<file path="config.mk">
export PLATFORM = sky130hd
export DESIGN_NAME = pic_prog_if
export DESIGN_NICKNAME = d
export VERILOG_FILES = /design/src/rtl/pic_prog_pkg.sv /design/src/rtl/pic_cmd_decode.sv /design/src/rtl/pic_init_seq.sv /design/src/rtl/pic_op_ctl.sv /design/src/rtl/pic_prog_if.sv
export SDC_FILE = /design/constraint.sdc
export NUM_CORES = 1
export LEC_CHECK = 0
export BUFFER_PORTS_ARGS = -buffer_cell sky130_fd_sc_hd__buf_2
export CORE_MARGIN = 10
export CORE_UTILIZATION = 49
export CTS_BUF_LIST = sky130_fd_sc_hd__clkbuf_4
export CTS_CLUSTER_SIZE = 25
export DETAILED_ROUTE_END_ITERATION = 16
export PLACE_DENSITY = 0.81
export SYNTH_ARGS = -nofsm -noshare
export SYNTH_HDL_FRONTEND = slang
export SYNTH_SLANG_ARGS = --single-unit
</file>
<file path="constraint.sdc">
create_clock -name clk -period 1.9 [get_ports clk]
set_clock_uncertainty 0.1 [all_clocks]
set_input_delay 0.285 -clock clk [delete_from_list [all_inputs] [get_ports clk]]
set_output_delay 0.285 -clock clk [all_outputs]
set_load 0.02 [all_outputs]
</file>
<file path="src/rtl/pic_prog_pkg.sv">
package pic_prog_pkg;

   typedef enum logic [1:0] {
      STEP_IDLE = 2'd0,
      STEP_BASE = 2'd1,
      STEP_LINK = 2'd2,
      STEP_MODE = 2'd3
   } step_e;

   typedef struct packed {
      logic       init1;     // start-of-initialization command
      logic       op_eoi;    // operation command class (bits 4:3 == 00)
      logic       rdctl;     // read-control class (bits 4:3 == 01)
      logic       port1_wr;  // any write at offset 1
      logic [2:0] code;      // operation sub-code
      logic [2:0] line;      // line field
      logic       sel_upd;   // read-control update enable
      logic       sel_req;   // read-control source choice
   } cmd_t;

endpackage

</file>
<file path="src/rtl/pic_cmd_decode.sv">
module pic_cmd_decode
   import pic_prog_pkg::*;
#(
   parameter int DATA_W = 8
) (
   input  logic              wr_en,
   input  logic              addr,
   input  logic [DATA_W-1:0] wdata,
   output cmd_t              cmd
);
   if (DATA_W != 8) begin : g_chk_w
      $error("pic_cmd_decode: DATA_W must be 8");
   end

   logic port0_wr;
   assign port0_wr = wr_en && !addr;

   always_comb begin
      cmd          = '0;
      cmd.init1    = port0_wr && wdata[4];
      cmd.op_eoi   = port0_wr && (wdata[4:3] == 2'b00);
      cmd.rdctl    = port0_wr && (wdata[4:3] == 2'b01);
      cmd.port1_wr = wr_en && addr;
      cmd.code     = wdata[7:5];
      cmd.line     = wdata[2:0];
      cmd.sel_upd  = wdata[1];
      cmd.sel_req  = wdata[0];
   end
endmodule

</file>
<file path="src/rtl/pic_init_seq.sv">
module pic_init_seq
   import pic_prog_pkg::*;
#(
   parameter int DATA_W    = 8,
   parameter int NUM_LINES = 8,
   parameter bit IS_MASTER = 1'b1
) (
   input  logic              clk,
   input  logic              rst_n,
   input  logic              init1,
   input  logic              port1_wr,
   input  logic [DATA_W-1:0] wdata,
   output step_e             step,
   output logic [DATA_W-1:0] mask,
   output logic [DATA_W-1:0] vec_base,
   output logic [DATA_W-1:0] casc_map,
   output logic              edge_mode,
   output logic              cascade_mode,
   output logic              auto_eoi
);
   localparam int LINE_W = $clog2(NUM_LINES);

   if (NUM_LINES != DATA_W) begin : g_chk_lines
      $error("pic_init_seq: NUM_LINES must equal DATA_W");
   end

   logic              want_mode;
   logic [DATA_W-1:0] map_next;
   logic [DATA_W-1:0] base_next;

   assign base_next = {wdata[DATA_W-1:LINE_W], {LINE_W{1'b0}}};

   if (IS_MASTER) begin : g_master
      assign map_next = wdata;
   end else begin : g_slave
      assign map_next = {{(DATA_W-LINE_W){1'b0}}, wdata[LINE_W-1:0]};
   end

   always_ff @(posedge clk) begin
      if (!rst_n) begin
         step         <= STEP_IDLE;
         mask         <= '0;
         vec_base     <= '0;
         casc_map     <= '0;
         edge_mode    <= 1'b0;
         cascade_mode <= 1'b0;
         want_mode    <= 1'b0;
         auto_eoi     <= 1'b0;
      end else if (init1) begin
         mask         <= '0;
         edge_mode    <= wdata[3];
         cascade_mode <= ~wdata[1];
         want_mode    <= wdata[0];
         if (!wdata[0]) auto_eoi <= 1'b0;
         step         <= STEP_BASE;
      end else if (port1_wr) begin
         unique case (step)
            STEP_IDLE: mask <= wdata;
            STEP_BASE: begin
               vec_base <= base_next;
               if (cascade_mode) begin
                  step <= STEP_LINK;
               end else begin
                  casc_map <= '0;
                  step     <= STEP_IDLE;
               end
            end
            STEP_LINK: begin
               casc_map <= map_next;
               step     <= want_mode ? STEP_MODE : STEP_IDLE;
            end
            STEP_MODE: begin
               auto_eoi <= wdata[1];
               step     <= STEP_IDLE;
            end
            default: step <= STEP_IDLE;
         endcase
      end
   end

   a_r2_start_step: assert property (@(posedge clk) disable iff (!rst_n)
      init1 |=> (step == STEP_BASE) && (mask == '0));

   a_r4_single_skip: assert property (@(posedge clk) disable iff (!rst_n)
      (step == STEP_BASE && port1_wr && !init1 && !cascade_mode)
      |=> (step == STEP_IDLE) && (casc_map == '0));

   a_r6_mode_done: assert property (@(posedge clk) disable iff (!rst_n)
      (step == STEP_MODE && port1_wr && !init1) |=> (step == STEP_IDLE));

   a_r7_mask_hold: assert property (@(posedge clk) disable iff (!rst_n)
      (!init1 && !(port1_wr && step == STEP_IDLE)) |=> $stable(mask));

   a_r4_base_low_zero: assert property (@(posedge clk) disable iff (!rst_n)
      (vec_base[LINE_W-1:0] == '0));
endmodule

</file>
<file path="src/rtl/pic_op_ctl.sv">
module pic_op_ctl #(
   parameter int DATA_W    = 8,
   parameter int NUM_LINES = 8
) (
   input  logic                         clk,
   input  logic                         rst_n,
   input  logic                         op_eoi,
   input  logic                         rdctl,
   input  logic [2:0]                   code,
   input  logic [2:0]                   line,
   input  logic                         sel_upd,
   input  logic                         sel_req,
   input  logic                         addr,
   input  logic [DATA_W-1:0]            irr_in,
   input  logic [DATA_W-1:0]            isr_in,
   input  logic [DATA_W-1:0]            mask,
   output logic [DATA_W-1:0]            rdata,
   output logic                         rd_req_sel,
   output logic                         eoi_stb,
   output logic                         eoi_any,
   output logic [$clog2(NUM_LINES)-1:0] eoi_line
);
   localparam int         LINE_W    = $clog2(NUM_LINES);
   localparam logic [2:0] CODE_ANY  = 3'b001;
   localparam logic [2:0] CODE_LINE = 3'b011;

   if (LINE_W != 3) begin : g_chk_line_w
      $error("pic_op_ctl: line field is three bits wide");
   end

   logic hit_any, hit_line;
   assign hit_any  = op_eoi && (code == CODE_ANY);
   assign hit_line = op_eoi && (code == CODE_LINE);

   always_ff @(posedge clk) begin
      if (!rst_n) begin
         eoi_stb    <= 1'b0;
         eoi_any    <= 1'b0;
         eoi_line   <= '0;
         rd_req_sel <= 1'b1;
      end else begin
         eoi_stb <= hit_any || hit_line;
         if (hit_any || hit_line) begin
            eoi_any  <= hit_any;
            eoi_line <= line;
         end
         if (rdctl && sel_upd) rd_req_sel <= sel_req;
      end
   end

   always_comb begin
      if (addr)            rdata = mask;
      else if (rd_req_sel) rdata = irr_in;
      else                 rdata = isr_in;
   end

   a_r8_strobe_cause: assert property (@(posedge clk) disable iff (!rst_n)
      eoi_stb |-> $past(op_eoi) && ($past(code) == CODE_ANY || $past(code) == CODE_LINE));

   a_r10_no_strobe: assert property (@(posedge clk) disable iff (!rst_n)
      !op_eoi |=> !eoi_stb);

   a_r9_line_follows: assert property (@(posedge clk) disable iff (!rst_n)
      (eoi_stb && !eoi_any) |-> (eoi_line == $past(line)));

   a_r11_sel_hold: assert property (@(posedge clk) disable iff (!rst_n)
      !(rdctl && sel_upd) |=> $stable(rd_req_sel));
endmodule

</file>
<file path="src/rtl/pic_prog_if.sv">
module pic_prog_if
   import pic_prog_pkg::*;
#(
   parameter int DATA_W    = 8,
   parameter int NUM_LINES = 8,
   parameter bit IS_MASTER = 1'b1
) (
   input  logic        clk,
   input  logic        rst_n,
   input  logic        wr_en,
   input  logic        addr,
   input  logic [7:0]  wdata,
   input  logic [7:0]  irr_in,
   input  logic [7:0]  isr_in,
   output logic [7:0]  rdata,
   output logic [7:0]  mask_o,
   output logic [7:0]  vec_base_o,
   output logic [7:0]  casc_map_o,
   output logic        edge_mode_o,
   output logic        cascade_mode_o,
   output logic        auto_eoi_o,
   output logic        rd_req_sel_o,
   output logic [1:0]  init_step_o,
   output logic        eoi_stb_o,
   output logic        eoi_any_o,
   output logic [2:0]  eoi_line_o
);
   if (DATA_W != 8 || NUM_LINES != 8) begin : g_chk_top
      $error("pic_prog_if: ports are sized for eight lines of one byte");
   end

   cmd_t  cmd;
   step_e step;

   pic_cmd_decode #(.DATA_W(DATA_W)) u_dec (
      .wr_en (wr_en),
      .addr  (addr),
      .wdata (wdata),
      .cmd   (cmd)
   );

   pic_init_seq #(
      .DATA_W    (DATA_W),
      .NUM_LINES (NUM_LINES),
      .IS_MASTER (IS_MASTER)
   ) u_seq (
      .clk          (clk),
      .rst_n        (rst_n),
      .init1        (cmd.init1),
      .port1_wr     (cmd.port1_wr),
      .wdata        (wdata),
      .step         (step),
      .mask         (mask_o),
      .vec_base     (vec_base_o),
      .casc_map     (casc_map_o),
      .edge_mode    (edge_mode_o),
      .cascade_mode (cascade_mode_o),
      .auto_eoi     (auto_eoi_o)
   );

   pic_op_ctl #(
      .DATA_W    (DATA_W),
      .NUM_LINES (NUM_LINES)
   ) u_op (
      .clk        (clk),
      .rst_n      (rst_n),
      .op_eoi     (cmd.op_eoi),
      .rdctl      (cmd.rdctl),
      .code       (cmd.code),
      .line       (cmd.line),
      .sel_upd    (cmd.sel_upd),
      .sel_req    (cmd.sel_req),
      .addr       (addr),
      .irr_in     (irr_in),
      .isr_in     (isr_in),
      .mask       (mask_o),
      .rdata      (rdata),
      .rd_req_sel (rd_req_sel_o),
      .eoi_stb    (eoi_stb_o),
      .eoi_any    (eoi_any_o),
      .eoi_line   (eoi_line_o)
   );

   assign init_step_o = step;

   a_r5_link_next: assert property (@(posedge clk) disable iff (!rst_n)
      (step == STEP_LINK && wr_en && addr) |=> (init_step_o == 2'd0 || init_step_o == 2'd3));

   a_r8_strobe_pulse: assert property (@(posedge clk) disable iff (!rst_n)
      (eoi_stb_o && !$past(wr_en)) |-> 1'b0);
endmodule

</file>
* After elaboration in Yosys (flattened, before gate mapping)
Index checks and enable logic that the tools add are counted.
Operators by class: equal/unequal tests 8, mux-type cells 13, bitwise operators 3, reductions and logical operators 24
Operators with widths (number):
- two-way mux 8 bit | 3
- case mux 8 bit (2 select lines) | 1
- logical AND 1 bit | 8
- two-way mux 1 bit | 6
- case mux 2 bit (3 select lines) | 1
- AND reduction 2 bit | 3
- AND reduction 3 bit | 2
- nonzero test 2 bit | 3
- == test 2 x 1 -> 1 bit, second input constant | 2
- == test 2 bit, second input constant | 2
- logical NOT 2 bit | 2
- two-way mux 2 bit | 2
- != test 2 bit, second input constant | 2
- AND reduction 4 bit | 1
- nonzero test 4 bit | 1
- == test 3 x 1 -> 1 bit, second input constant | 1
- == test 3 x 2 -> 1 bit, second input constant | 1
- NOT 1 bit | 3
- nonzero test 3 bit | 1
- OR reduction 2 bit | 1
- logical NOT 1 bit | 1
- logical OR 1 bit | 1
Word-level totals: word-level logic and storage cells 61, output and inout bits 43, register bits 33

* Longest topological paths before layout
Gate-level depths: netlist of the first run.
depth after elaboration 5, mapped depth 6, mapped depth without buffers 5

* Modules after synthesis
Synthesis of the first run repeated with hierarchy kept, for this count alone.
Unflattened totals: cell total of the unflattened synthesis 160, area total of the unflattened synthesis 1574.0 um^2
By module, submodules not included:
- pic_init_seq | cells each 98, area an instance 1064.8 um^2, instances 1, sequential area each 540.5 um^2
- pic_op_ctl | cells each 50, area an instance 406.6 um^2, instances 1, sequential area each 120.1 um^2
- pic_cmd_decode | cells each 12, area an instance 102.6 um^2, instances 1, sequential area each 0.0 um^2

* Worst setup path before layout of the first run
OpenSTA, ideal clock, no wires.
path type register to output, from register u_op.rd_req_sel, to output rdata[0], setup slack 0.249 ns, buffers on the path 1, arrival time 1.266 ns, required time 1.515 ns, stages on the path, launching flop included 4, path through dfxtp_1 -> buf_2 -> mux2i_1 -> o21ai_0
On the way: cells in the longest elaborated chain, start to end 2
RTL lines:
- from (decl) | line pic_op_ctl.sv:18 | output logic rd_req_sel,
- from (signal assigned) | line pic_op_ctl.sv:47 | if (rdctl && sel_upd) rd_req_sel <= sel_req;
- two-way mux 8 bit | line pic_op_ctl.sv:53 | else if (rd_req_sel) rdata = irr_in;
- two-way mux 8 bit | line pic_op_ctl.sv:52 | if (addr) rdata = mask;
- to (decl) | line pic_prog_if.sv:15 | output logic [7:0] rdata,
Every way passes these cells.

* Final worst setup path of the first run
from register u_op.rd_req_sel, to output rdata[3]
Same word-level chain as after synthesis.

==> results_dict.tcl, run 1 <==
set metrics [dict create \
    status "finished, final reports clean" \
    yosysWarnings 0 \
    core_mm2 0.003128 \
    worstSetupStartpointType "flip-flop" \
    yosysTopAreaCellShare 0.4021 \
    finalHoldViolations 0 \
    avgSynthCellArea_um2 9.027 \
    hpwl_mm 3.386 \
    synth_cell_types 33 \
    grt_overflow 0 \
    routed_wl_mm 4.401 \
    track_usage 0.1380 \
    die_x_um 77.90 \
    final.fill_count 289 \
    place.gp.congestion 0.7830 \
    multi_input_area_um2 879.6 \
    grt_pass1_wl_mm 7.072 \
    clock_path_buffers 2 \
    antenna_found_initial 0 \
    synthTopCellsByArea "dfxtp_1, mux2i_1, o21ai_0, a21oi_1, nor2_1" \
    max_stage_delay_ps 490 \
    crit_type "flip-flop to output pin" \
    vias_per_cell 5.193 \
    netlist_top_cells_count "dfxtp_1, mux2i_1, o21ai_0" \
    regArea_um2 661.9 \
    power_uw 1294 \
    synth.most_common_cell "dfxtp_1" \
    start_util 0.5252 \
    num_vias 1506 \
    grt_pass1_vias 1457 \
    cp_data_arrival_time_ps 1290 \
    ff2ff_setup_slack_ps 240 \
    rsz0062_at_grt "no" \
    slew_violations 0 \
    cts_tree "yes" \
    path_cells "mux2i_1 -> o21ai_0 -> buf_2" \
    required_ps 1510 \
    drc 0 \
    slowest_stage "dfxtp_2" \
    pin_count 71 \
    die-area_mm2 0.006068 \
    post_drt_wl_per_cell_um 15.18 \
    ant_nets 0 \
    rows 20 \
    async_reset_ff_frac 0 \
    endpoint_kind "output pin" \
    layout-drive-gt1-share 0.3415 \
    crit_fanout 10 \
    maxCapViolations 0 \
    synth_area_leader_cell "dfxtp_1" \
    timing.fmax_mhz 596.8 \
    htree_levels 2 \
    p_leak_uw 0.001047 \
    insertion_delay_ps 330 \
    setup_tns_ps 0 \
    hold_class "input port to flip-flop" \
    p_per_area_mw_per_mm2 644.1 \
    area_growth_syn_to_layout_pct 22.32 \
    final_nets 278 \
    post-route-min-period_ps 1676 \
    crit_buf_inv 1 \
    holdWs_ps 78.35 \
    drt_iter0_drc 61 \
    grt_start_max_net_pins 29 \
    irDropWorstVdd_mv 0.4670 \
    portBuffers 67 \
    syn_inst 182 \
    cts_buffers 5 \
    period_share 0.8819 \
    die_h_um 77.90 \
    clk_pin_slew_worst_paths_ps 90 \
    hold_buffers 0 \
    clock_sinks 33 \
    synth_edf_count 0 \
    syn-cell-area_mm2 0.001643 \
    yosysSeqAreaShare 0.4021 \
    cp_top_family "flip-flops" \
    synth-main-ff-cell "dfxtp_1" \
    num_antenna_cells 0 \
    setup_violations 0 \
    clk_root_buffer_cell "clkbuf_4" \
    drtPass1Iterations 4 \
    ys_seq_elements 33 \
]
## worst register-to-register path: stages (launching register included)
cell,delay [ps]
dfxtp_1,400
inv_1,100
ha_1,340
nor4b_1,410
o21ai_0,140
a21oi_1,130
## per-layer routing
metal | track usage | vias up | part of all wire
met5 | 0 | - | 0
met4 | 0.04839 | 0 | 0.0086
met3 | 0.07488 | 6 | 0.12
met2 | 0.2048 | 62 | 0.41
met1 | 0.1651 | 674 | 0.46
li1 | - | 764 | -
## worst paths after layout
kind	from	end	depth (start not counted)
min reg2reg	u_seq.casc_map[7]$_SDFFE_PN0P_	u_seq.casc_map[7]$_SDFFE_PN0P_	2
max	u_op.rd_req_sel$_SDFFE_PN1P_	rdata[3]	3
min	rst_n	u_op.rd_req_sel$_SDFFE_PN1P_	2
max reg2reg	u_seq.step[0]$_SDFFE_PN0P_	u_seq.step[0]$_SDFFE_PN0P_	5
## layout make-up
type	count	area share
clock inverter	2	0.004981
inverter	4	0.007472
tap	44	0.02740
sequential	33	0.3294
clock buffer	6	0.02242
timing repair buffer	68	0.1706
multi-input combinational	133	0.4377
## power breakdown
group | switching (uW) | total [uW] | leakage (uW) | internal [uW]
clock network | 229 | 384 | 0.0000354 | 155
registers | 10.9 | 715 | 0.000266 | 704
logic | 123 | 196 | 0.000745 | 73.0
## through the flow
| stage | cells | cell area, um2 | setup WS (ps) | utilization |
|---|---|---|---|---|
| 6_report | 290 | 2009 | 224.5 | 0.6424 |
| 5_1_grt | 290 | 2009 | 85.56 | 0.6424 |
| 4_1_cts | 290 | 2008 | 42.29 | 0.6420 |
| 3_5_place_dp | 282 | 1953 | 261.6 | 0.6244 |
| 2_1_floorplan | 184 | 1650 | 249.4 | - |
| 3_3_place_gp | 282 | 1953 | 329.8 | 0.6244 |
## cell usage in the layout, fill, tap and decap left out, drive strengths merged
master,netlist,layout
nand2,14,14
nand3b,1,1
and2,2,2
o21a,1,1
ha,5,5
a211o,1,1
a311oi,1,1
nor3,1,1
dfxtp,33,33
nand4,9,9
clkbuf,2,6
mux2i,25,25
buf,12,68
nor3b,3,3
o21ai,23,23
and3,1,1
inv,4,4
a21oi,13,13
nand3,8,8
conb,1,3
clkinv,0,2
a211oi,2,2
or3b,2,2
nor2,17,17
nor4b,1,1
## timing repair
item | CTS | global route
buffers inserted | 0 | 0
setup endpoints to repair | 0 | 8
gates resized for setup | 0 | 1
## state kept, by name (all words and copies together), names as in the netlist
signal              flops
u_op.eoi_any            1
u_op.eoi_stb            1
u_seq.cascade_mode      1
u_seq.auto_eoi          1
u_seq.want_mode         1
u_seq.edge_mode         1
u_seq.step              2
u_seq.mask              8
u_seq.vec_base          5
u_op.rd_req_sel         1
u_op.eoi_line           3
u_seq.casc_map          8
## cells by family after synthesis
logic type               synth area share
flip-flops                         0.4021
AO/OA/AOI/OAI                      0.1340
buffers and inverters             0.06702
other                            0.002283
AND/OR/NAND/NOR                    0.2041
adder cells (fa/ha/maj)           0.03808
multiplexers                       0.1523
Power figures use the tool's default switching activity.
==> inputs of run 2 (changes only) <==
--- a/config.mk
+++ b/config.mk
@@ -12,6 +12,8 @@
 export CTS_CLUSTER_SIZE = 25
 export DETAILED_ROUTE_END_ITERATION = 16
 export PLACE_DENSITY = 0.81
+export RECOVER_POWER = 50
+export SLEW_MARGIN = 20
 export SYNTH_ARGS = -nofsm -noshare
 export SYNTH_HDL_FRONTEND = slang
 export SYNTH_SLANG_ARGS = --single-unit
==> results_dict.tcl, run 2 (same netlist as run 1, synthesis figures left out) <==
set metrics [dict create \
    insertion_delay_ps 330 \
    slew_headroom 0.5553 \
    final_nets 278 \
    hpwl_mm 3.386 \
    ant_nets 0 \
    drc 0 \
    clk_pin_slew_worst_paths_ps 90 \
    p_per_area_mw_per_mm2 659.8 \
    rsz0062_at_grt "no" \
    grtUsageMet2 0.2048 \
    rows 20 \
    die_h_um 77.90 \
    cts_tree "yes" \
    post_drt_wl_per_cell_um 15.28 \
    setup_tns_ps 0 \
    p_comb_frac 0.146 \
    max_stage_delay_ps 490 \
    track_usage 0.1380 \
    crit_buf_inv 1 \
    use_met1 0.1651 \
    required_ps 1510 \
    grt_start_max_net_pins 29 \
    power_frac_seq 0.556 \
    swShare 0.2800 \
    p_sw_uw 360.1 \
    maxCapViolations 0 \
    crit_fanout 10 \
    final.fill_count 304 \
    endpoint_kind "output pin" \
    pwr-share-clk 0.298 \
    place.gp.congestion 0.7830 \
    status "finished, final reports clean" \
    cp_top_family "flip-flops" \
    grt_overflow 0 \
    timing.fmax_mhz 596.9 \
    clock_sinks 33 \
    holdWs_ps 82.68 \
    p_leak_uw 0.0009112 \
    final_cell_mix "buf_2, dfxtp_1, clkbuf_1" \
    p_int_uw 926.1 \
    clk_root_buffer_cell "clkbuf_4" \
    drtPass1Iterations 4 \
    layout-drive-gt1-share 0.2195 \
    regArea_um2 661.9 \
    grt_pass1_vias 1457 \
    slew_violations 0 \
    routed_wl_mm 4.431 \
    post-route-min-period_ps 1675 \
    htree_levels 2 \
    cts_buffers 5 \
    antenna_found_initial 0 \
    worstSetupStartpointType "flip-flop" \
    path_cells "mux2i_1 -> o21ai_0 -> buf_2" \
    hold_class "input port to flip-flop" \
    pin_count 71 \
    core_mm2 0.003128 \
    worst_slew_pin_slew_ps 665.6 \
    cp_data_arrival_time_ps 1290 \
    clock_path_buffers 2 \
    drt_iter0_drc 65 \
    setup_violations 0 \
    period_share 0.8817 \
    irDropWorstVdd_mv 0.4633 \
    vias_per_cell 5.207 \
    crit_type "flip-flop to output pin" \
    num_vias 1510 \
    portBuffers 67 \
    die_x_um 77.90 \
    area_growth_syn_to_layout_pct 18.66 \
    finalHoldViolations 0 \
    grt_busiest_layer "met2" \
    multi_input_area_um2 853.3 \
    slowest_stage "dfxtp_2" \
    grt_pass1_wl_mm 7.072 \
    grtUsageMet3 0.07488 \
    cts_setup_buffers 0 \
    start_util 0.5252 \
    reg.largest.list "u_seq.casc_map (8), u_seq.mask (8), u_seq.vec_base (5)" \
    final_common_cell "buf_2" \
    num_antenna_cells 0 \
    die-area_mm2 0.006068 \
]
-- run 2: worst paths after layout --
check             cells past startpoint                        endpoint  slack (ps)                      startpoint
hold reg to reg                       2  u_seq.casc_map[7]$_SDFFE_PN0P_         380  u_seq.casc_map[7]$_SDFFE_PN0P_
hold / removal                        2    u_op.rd_req_sel$_SDFFE_PN1P_          80                           rst_n
setup reg to reg                      5      u_seq.step[0]$_SDFFE_PN0P_         240      u_seq.step[0]$_SDFFE_PN0P_
setup / recovery                      3                        rdata[3]         220    u_op.rd_req_sel$_SDFFE_PN1P_
-- run 2: metrics by stage --
stage | total power [uW] | worst slack (ps) | instance area [um2] | util | std cells
after floorplan | 858.9 | 249.4 | 1650 | - | 184
after global placement | 924.3 | 329.8 | 1953 | 0.6244 | 282
after detailed placement | 927.4 | 261.6 | 1953 | 0.6244 | 282
after CTS | 1303 | 42.29 | 2008 | 0.6420 | 290
after global routing | 1342 | 85.56 | 1949 | 0.6232 | 290
final | 1286 | 224.7 | 1949 | 0.6232 | 290
-- run 2: layer usage --
| layer | wire (um) | up-vias | share of wire |
|---|---|---|---|
| met4 | 38 | 0 | 0.0086 |
| met2 | 1803 | 62 | 0.41 |
| met5 | 0 | - | 0 |
| li1 | - | 761 | - |
| met3 | 503 | 6 | 0.11 |
| met1 | 2086 | 681 | 0.47 |
-- run 2: area by class of cell --
cell class	instances	area share
Timing Repair Buffer	68	0.1585
Clock buffer	6	0.02311
Inverter	4	0.007702
Clock inverter	2	0.005135
Sequential cell	33	0.3395
Multi-Input combinational cell	133	0.4377
Tap cell	44	0.02824
-- run 2: power groups by stage --
stage | registers [uW] | logic [uW] | clock network [uW]
global route | 718 | 205 | 419
global placement | 731 | 194 | 0
floorplan | 742 | 117 | 0
detailed placement | 731 | 196 | 0
finish | 715 | 188 | 383
CTS | 715 | 197 | 392
-- run 2: timing repair --
item | 4_1_cts | 5_1_grt
endpoints found under the setup margin | 0 | 8
gates resized for setup | 0 | 1
hold buffers | 0 | 0
